<file path="src/rtl/trig_xbar_pkg.sv">
package trig_xbar_pkg;

  typedef enum logic [1:0] {
    SYNC_NONE = 2'd0,
    SYNC_FULL = 2'd1,
    SYNC_DIV1 = 2'd2,
    SYNC_DIV2 = 2'd3
  } sync_mode_e;

  // Per-zone clock levels and edge strobes handed from control to datapath
  typedef struct packed {
    logic       fullLvl;
    logic       fullRise;
    logic       fullFall;
    logic [1:0] divLvl;
    logic [1:0] divRise;
    logic [1:0] divFall;
  } zone_tick_t;

endpackage

</file>
<file path="src/rtl/trig_xbar_clkdiv.sv">
module trig_xbar_clkdiv #(
  parameter int DIV_W = 8
) (
  input  logic             clk,
  input  logic             rstN,
  input  logic             fullLvl,
  input  logic             fullRise,
  input  logic             restart,
  input  logic [DIV_W-1:0] divisor,
  output logic             divLvl
);

  logic [DIV_W-1:0] cnt;
  logic [DIV_W:0]   cntNext;
  logic             tog;

  assign cntNext = {1'b0, cnt} + 1'b1;

  always_ff @(posedge clk) begin
    if (!rstN || restart) begin
      cnt <= '0;
      tog <= 1'b0;
    end else if (fullRise) begin
      if (cntNext >= {1'b0, divisor}) begin
        cnt <= '0;
        tog <= ~tog;
      end else begin
        cnt <= cntNext[DIV_W-1:0];
      end
    end
  end

  // Divisor 0 or 1 passes the full-speed clock through
  assign divLvl = (divisor <= DIV_W'(1)) ? fullLvl : tog;

endmodule

</file>
<file path="src/rtl/trig_xbar_ctrl.sv">
module trig_xbar_ctrl
  import trig_xbar_pkg::*;
#(
  parameter int NUM_DST = 4,
  parameter int DIV_W   = 8,
  parameter int DIV_RST = 2,
  parameter int SEL_W   = 3,
  parameter int ADDR_W  = 3,
  parameter int CFG_W   = 8
) (
  input  logic                            clk,
  input  logic                            rstN,
  input  logic [1:0]                      syncClk,
  input  logic                            cfgWe,
  input  logic [ADDR_W-1:0]               cfgAddr,
  input  logic [CFG_W-1:0]                cfgData,
  output zone_tick_t [1:0]                tick,
  output logic [NUM_DST-1:0][SEL_W-1:0]   routeSel,
  output logic [NUM_DST-1:0][1:0]         routeMode,
  output logic [NUM_DST-1:0]              routeEdge,
  output logic [NUM_DST-1:0]              routeInv,
  output logic [NUM_DST-1:0]              routeConn,
  output logic [NUM_DST-1:0]              routeClr
);

  localparam int MODE_LSB = SEL_W;
  localparam int EDGE_BIT = SEL_W + 2;
  localparam int INV_BIT  = SEL_W + 3;
  localparam int CONN_BIT = SEL_W + 4;

  logic [1:0]                  syncS1, syncS2;
  logic [1:0][1:0]             divHit;
  logic [1:0][1:0][DIV_W-1:0]  divisor;
  logic [1:0][1:0]             divLvl, divLvlD;

  // Address decode: routes first, then two divisors per zone
  always_comb begin
    routeClr = '0;
    divHit   = '0;
    if (cfgWe) begin
      for (int d = 0; d < NUM_DST; d++)
        if (cfgAddr == ADDR_W'(d)) routeClr[d] = 1'b1;
      for (int z = 0; z < 2; z++)
        for (int k = 0; k < 2; k++)
          if (cfgAddr == ADDR_W'(NUM_DST + 2*z + k)) divHit[z][k] = 1'b1;
    end
  end

  always_ff @(posedge clk) begin
    if (!rstN) begin
      routeSel  <= '0;
      routeMode <= '0;
      routeEdge <= '0;
      routeInv  <= '0;
      routeConn <= '0;
    end else begin
      for (int d = 0; d < NUM_DST; d++) begin
        if (routeClr[d]) begin
          routeSel[d]  <= cfgData[SEL_W-1:0];
          routeMode[d] <= cfgData[MODE_LSB+1:MODE_LSB];
          routeEdge[d] <= cfgData[EDGE_BIT];
          routeInv[d]  <= cfgData[INV_BIT];
          routeConn[d] <= cfgData[CONN_BIT];
        end
      end
    end
  end

  always_ff @(posedge clk) begin
    if (!rstN) begin
      syncS1  <= '0;
      syncS2  <= '0;
      divLvlD <= '0;
      for (int z = 0; z < 2; z++)
        for (int k = 0; k < 2; k++)
          divisor[z][k] <= DIV_W'(DIV_RST);
    end else begin
      syncS1  <= syncClk;
      syncS2  <= syncS1;
      divLvlD <= divLvl;
      for (int z = 0; z < 2; z++)
        for (int k = 0; k < 2; k++)
          if (divHit[z][k]) divisor[z][k] <= cfgData[DIV_W-1:0];
    end
  end

  for (genvar z = 0; z < 2; z++) begin : g_zone
    for (genvar k = 0; k < 2; k++) begin : g_div
      trig_xbar_clkdiv #(.DIV_W(DIV_W)) i_div (
        .clk      (clk),
        .rstN     (rstN),
        .fullLvl  (syncS1[z]),
        .fullRise (syncS1[z] & ~syncS2[z]),
        .restart  (divHit[z][k]),
        .divisor  (divisor[z][k]),
        .divLvl   (divLvl[z][k])
      );
    end
    assign tick[z].fullLvl  = syncS1[z];
    assign tick[z].fullRise = syncS1[z] & ~syncS2[z];
    assign tick[z].fullFall = ~syncS1[z] & syncS2[z];
    assign tick[z].divLvl   = divLvl[z];
    assign tick[z].divRise  = divLvl[z] & ~divLvlD[z];
    assign tick[z].divFall  = ~divLvl[z] & divLvlD[z];
  end

endmodule

</file>
<file path="src/rtl/trig_xbar_path.sv">
module trig_xbar_path
  import trig_xbar_pkg::*;
#(
  parameter int                   NUM_SRC  = 4,
  parameter int                   NUM_DST  = 4,
  parameter int                   SEL_W    = 3,
  parameter logic [NUM_DST-1:0]   DST_ZONE = '0
) (
  input  logic                          clk,
  input  logic                          rstN,
  input  logic [NUM_SRC-1:0]            trigIn,
  input  zone_tick_t [1:0]              tick,
  input  logic [NUM_DST-1:0][SEL_W-1:0] routeSel,
  input  logic [NUM_DST-1:0][1:0]       routeMode,
  input  logic [NUM_DST-1:0]            routeEdge,
  input  logic [NUM_DST-1:0]            routeInv,
  input  logic [NUM_DST-1:0]            routeConn,
  input  logic [NUM_DST-1:0]            routeClr,
  output logic [NUM_DST-1:0]            trigOut,
  output logic [NUM_DST-1:0]            trigOe
);

  for (genvar d = 0; d < NUM_DST; d++) begin : g_dst
    localparam bit ZONE = DST_ZONE[d];
    zone_tick_t zt;
    logic       srcVal;
    logic       load;
    logic       syncQ;

    assign zt = tick[ZONE];

    always_comb begin
      srcVal = 1'b0;
      for (int s = 0; s < NUM_SRC; s++)
        if (routeSel[d] == SEL_W'(s)) srcVal = trigIn[s];
      if      (routeSel[d] == SEL_W'(NUM_SRC + 1)) srcVal = zt.fullLvl;
      else if (routeSel[d] == SEL_W'(NUM_SRC + 2)) srcVal = zt.divLvl[0];
      else if (routeSel[d] == SEL_W'(NUM_SRC + 3)) srcVal = zt.divLvl[1];
    end

    always_comb begin
      case (sync_mode_e'(routeMode[d]))
        SYNC_FULL: load = routeEdge[d] ? zt.fullFall   : zt.fullRise;
        SYNC_DIV1: load = routeEdge[d] ? zt.divFall[0] : zt.divRise[0];
        SYNC_DIV2: load = routeEdge[d] ? zt.divFall[1] : zt.divRise[1];
        default:   load = 1'b0;
      endcase
    end

    always_ff @(posedge clk) begin
      if (!rstN || routeClr[d]) syncQ <= 1'b0;
      else if (load)            syncQ <= srcVal ^ routeInv[d];
    end

    assign trigOut[d] = routeConn[d] &
                        ((routeMode[d] == SYNC_NONE) ? srcVal : syncQ);
    assign trigOe[d]  = routeConn[d];
  end

endmodule

</file>
<file path="src/rtl/trig_xbar.sv">
module trig_xbar
  import trig_xbar_pkg::*;
#(
  parameter int                 NUM_SRC  = 4,
  parameter int                 NUM_DST  = 4,
  parameter int                 DIV_W    = 8,
  parameter int                 DIV_RST  = 2,
  parameter logic [NUM_DST-1:0] DST_ZONE = NUM_DST'(4'b1100),
  localparam int SEL_W  = $clog2(NUM_SRC + 4),
  localparam int ADDR_W = $clog2(NUM_DST + 4),
  localparam int CFG_W  = (SEL_W + 5 > DIV_W) ? SEL_W + 5 : DIV_W
) (
  input  logic               clk,
  input  logic               rstN,
  input  logic [1:0]         syncClk,
  input  logic [NUM_SRC-1:0] trigIn,
  input  logic               cfgWe,
  input  logic [ADDR_W-1:0]  cfgAddr,
  input  logic [CFG_W-1:0]   cfgData,
  output logic [NUM_DST-1:0] trigOut,
  output logic [NUM_DST-1:0] trigOe
);

  zone_tick_t [1:0]              tick;
  logic [NUM_DST-1:0][SEL_W-1:0] routeSel;
  logic [NUM_DST-1:0][1:0]       routeMode;
  logic [NUM_DST-1:0]            routeEdge, routeInv, routeConn, routeClr;

  trig_xbar_ctrl #(
    .NUM_DST(NUM_DST), .DIV_W(DIV_W), .DIV_RST(DIV_RST),
    .SEL_W(SEL_W), .ADDR_W(ADDR_W), .CFG_W(CFG_W)
  ) i_ctrl (
    .clk(clk), .rstN(rstN), .syncClk(syncClk),
    .cfgWe(cfgWe), .cfgAddr(cfgAddr), .cfgData(cfgData),
    .tick(tick), .routeSel(routeSel), .routeMode(routeMode),
    .routeEdge(routeEdge), .routeInv(routeInv), .routeConn(routeConn),
    .routeClr(routeClr)
  );

  trig_xbar_path #(
    .NUM_SRC(NUM_SRC), .NUM_DST(NUM_DST), .SEL_W(SEL_W), .DST_ZONE(DST_ZONE)
  ) i_path (
    .clk(clk), .rstN(rstN), .trigIn(trigIn), .tick(tick),
    .routeSel(routeSel), .routeMode(routeMode), .routeEdge(routeEdge),
    .routeInv(routeInv), .routeConn(routeConn), .routeClr(routeClr),
    .trigOut(trigOut), .trigOe(trigOe)
  );

endmodule

</file>
<file path="config.mk">
export PLATFORM = sky130hd
export DESIGN_NAME = trig_xbar
export DESIGN_NICKNAME = d
export VERILOG_FILES = /design/src/rtl/trig_xbar_pkg.sv /design/src/rtl/trig_xbar_clkdiv.sv /design/src/rtl/trig_xbar_ctrl.sv /design/src/rtl/trig_xbar_path.sv /design/src/rtl/trig_xbar.sv
export SDC_FILE = /design/constraint.sdc
export NUM_CORES = 1
export LEC_CHECK = 0
export ABC_AREA = 1
export CORE_UTILIZATION = 45
export DETAILED_ROUTE_END_ITERATION = 6
export GPL_TIMING_DRIVEN = 0
export HOLD_SLACK_MARGIN = 0.03
export PLACE_DENSITY = 0.77
export SLEW_MARGIN = 10
export SYNTH_ARGS = -nofsm -noshare
export SYNTH_HDL_FRONTEND = slang
export SYNTH_SLANG_ARGS = --single-unit
</file>
<file path="constraint.sdc">
create_clock -name clk -period 2.1 [get_ports clk]
set_input_delay 0.315 -clock clk [delete_from_list [all_inputs] [get_ports clk]]
set_output_delay 0.315 -clock clk [all_outputs]
set_load 0.01 [all_outputs]
</file>
==> impl_results.md <==
- R2R Path Start: i_ctrl.g_zone[1].g_div[0].i_div.cnt[1]
- CTS Buf Count: 9
- Most common library cell in the layout ignoring fill and taps: nand2_1
- Mean Syn Cell Area: around 6.9 µm²
- Chip Width: 119 µm
- Drt first pass iters: 5
- Failing checks: setup timing
- Number of synthesized flops with an enable pin: 0
- Total power: roughly 4.8 mW
- RSZ-0062 raised after global routing: true
- Die area: roughly 0.014 mm²
- R2R setup slack: -0.25 ns
- Most common flop cell mapped by yosys: dfxtp_1
- Outcome: complete, but fails checks
- Layout cell share with drive strength beyond 1: 29.7%
- Startpoint types: register
- CP Capture Type: register
- Clock net sink count: 112
- Critical path's largest stage delay: 0.38 ns
- Cell class contributing the biggest share of worst-path delay: simple AND/OR/NAND/NOR gates
- DRC: 0
- Ys async rst share: 0%
- Clk slew on worst S/H paths: 0.09 ns
- Reg2Reg Depth: 16
- # port buffers: 27
- Pin count of the biggest net entering global routing: 22
- Clock buffer depth: 2
- Ant. Diodes: 0
- Placer Congestion: ~0.85
- Most frequent cells in the layout: 127 x nand2_1, 106 x inv_1, 87 x dfxtp_1
- Crit path time final: ~2.4 ns
- DR vias/cell: 5.53
- Initial Util: around 46%
- Crit path buf inv count: 4
- DR iter-0 viols: approximately 610
- Slew Limit Fails: 0
- Worst-Skew Late Latency: 0.37 ns
- Worst-case clock skew: 0.0149 ns
- Worst hold-check path type: register to register
- Detail Placement HPWL: 11400 µm
- Ys Warns: 0
- WL final: around 19000 µm
- PD cells: 574 mW/mm²
- Root Buffer: clkbuf_16
- Final worst slack: -0.255 ns
- Synthesized Nets: 960
- Max cap viols: 0
- Vias in the first global route: 6069
- Syn Std Cell Area: 0.00620 mm²
- Least-Margin Pin Slew: 0.657 ns
- Leakage power: 3.47 nW
- First-pass GRT wire length: 28300 µm
- IO Count: 28
- CTS Hold Bufs: 0
- Register area share after synthesis: 36.1%
- H-tree Lvls: 3
- Crit-path cells: ha_4 -> nand2_2 -> inv_2 -> nand4_1 -> xor2_1 -> inv_1 -> ha_4 -> nand2_2 -> inv_2 -> nand3_4 -> nor3b_2 -> nor3_2 -> nand2_2 -> buf_4 -> nand3_2 -> a21oi_2
- Core Area: between 0.01 and 0.015 mm²
- Tot GR Track Use: approximately 25%
- Mapped Cells: 904
- Worst hold start: i_ctrl.syncS1[0]
- Seq cells post-synth: 112
- Max Fclk: 0.425 GHz
- Post-layout nets: about 1100
- Setup violators final: 38
- Vias: 6549
- CP max stage cell: dfxtp_4
- Worst Hold End: i_ctrl.syncS2[0]
- Relative slew slack: a little under three fifths
- CP Class: register to register
- Post-route ant nets: 0
- Worst vdd ir: 0.000431 V
- WHS Path Cells: 2
- CTS tree: done
- WHS: 0.463 ns
- Area Growth Syn to Fin: 33.9%
- Antenna violations before repair: 0
- Critical Path Fanout Max: 3
- RR Endpoint: i_ctrl.g_zone[1].g_div[0].i_div.tog
- Final hold vios: 0
- # rows: 42
- Tcrit/Tclk final: 112%
- CP most frequent cell: nand2_2
- Wire length per cell: 15.9 µm
- Critical Path AT: 2.66 ns
- WP data required: approximately 2.4 ns
- DIE HEIGHT: 119 µm
- Synth cell types: 37
- Total grt overflow: 0
[registers in the layout, indices dropped and copies added (netlist names)]
name and count:
i_ctrl.divLvlD 4, i_ctrl.routeSel 12, i_ctrl.syncS1 2, i_ctrl.routeConn 4
i_ctrl.routeMode 8, i_ctrl.syncS2 2, i_ctrl.routeInv 4, i_ctrl.g_zone.g_div.i_div.tog 4
i_ctrl.g_zone.g_div.i_div.cnt 32, i_path.g_dst.syncQ 4, i_ctrl.routeEdge 4, i_ctrl.divisor 32
[area by class of cell]
class / instances / area (µm²)
clock inverters: 7 / 75.1
fillers: 1112 / 5040
well taps: 176 / 220
clock buffers: 9 / 225
repair buffers: 89 / 723
flip-flops and latches: 112 / 2300
multi-input cells: 636 / 4170
inverters: 134 / 505
plain buffers: 22 / 93.8
[layer usage]
| layer | track usage [%] | share of wire, % |
|---|---|---|
| met1 | 29.9 | 40 |
| met2 | 43.2 | 50 |
| met3 | 4.93 | 6.7 |
| met4 | 10.7 | 3.4 |
| met5 | 0 | 0 |
[through the flow]
step / utilization (%) / TNS (ns) / worst slack, ns / cell area, µm² / instances
global route: 62.2 / -8.86 / -0.380 / 8300 / 1185
detailed placement: 50.3 / -10.40 / -0.372 / 6710 / 1107
floorplan: - / 0 / 0.00344 / 6220 / 904
CTS: 57.4 / -2.58 / -0.178 / 7660 / 1158
finish: 62.2 / -4.75 / -0.255 / 8300 / 1185
global placement: 50.3 / -8.22 / -0.283 / 6710 / 1107
[worst register-to-register path, cell delays in order (launching register included)]
cell and delay (ns):
dfxtp_4 0.38, ha_4 0.14, nand2_2 0.06, inv_2 0.08, nand4_1 0.14, xor2_1 0.18, inv_1 0.11, ha_4 0.28
nand2_2 0.04, inv_2 0.08, nand3_4 0.08, nor3b_2 0.22, nor3_2 0.08, nand2_2 0.10, buf_4 0.12, nand3_2 0.07
a21oi_2 0.13
[worst max-delay path by stage]
stage,slack [ns],depth (start not counted),end,start
after floorplan,0.003,16,i_ctrl.g_zone[1].g_div[0].i_div.cnt[3],i_ctrl.g_zone[1].g_div[0].i_div.cnt[0]
after global placement,-0.28,8,trigOut[3],trigIn[3]
after detailed placement,-0.37,16,i_ctrl.g_zone[1].g_div[0].i_div.cnt[3],i_ctrl.g_zone[1].g_div[0].i_div.cnt[0]
after CTS,-0.18,12,i_ctrl.g_zone[1].g_div[0].i_div.cnt[3],i_ctrl.g_zone[1].g_div[0].i_div.cnt[0]
after global routing,-0.38,16,i_ctrl.g_zone[1].g_div[0].i_div.tog,i_ctrl.g_zone[1].g_div[0].i_div.cnt[1]
final,-0.25,16,i_ctrl.g_zone[1].g_div[0].i_div.tog,i_ctrl.g_zone[1].g_div[0].i_div.cnt[1]
[what timing repair did]
item | CTS | global route
resized for setup | 122 | 135
setup endpoints to repair | 40 | 40
pin swaps | 47 | 72
buffers inserted | 35 | 28
[cell families (layout without fill, tap and decap cells)]
group / Yosys count / after routing / share of synthesized area (%)
buffers and inverters: 156 / 261 / 9.62
adders and majority gates: 36 / 36 / 7.26
and+or+nand+nor: 374 / 374 / 26.3
DFF: 112 / 112 / 36.1
AOI/OAI and AO/OA: 206 / 206 / 17.8
xor gates and xnor gates: 20 / 20 / 2.82
[power by group]
part	switching (mW)	total (mW)	internal [mW]
Clock	0.920	1.77	0.847
Sequential	0.0594	2.24	2.18
Combinational	0.463	0.753	0.290
[synthesized netlist by cell type, types with 5 or more instances]
cell / n / area [µm²]
nand3b_1: 7 / 52.6
nand3_1: 59 / 295
nor3_1: 8 / 40.0
inv_1: 134 / 503
xor2_1: 15 / 131
dfxtp_1: 112 / 2240
ha_1: 36 / 450
nand4_1: 12 / 75.1
o21ai_0: 73 / 365
o211ai_1: 5 / 37.5
a21oi_1: 103 / 515
nand2_1: 171 / 642
a21oi_2: 6 / 52.6
nor2_1: 96 / 360
clkbuf_1: 18 / 67.6
xnor2_1: 5 / 43.8
(Power assumes the default switching activity.)
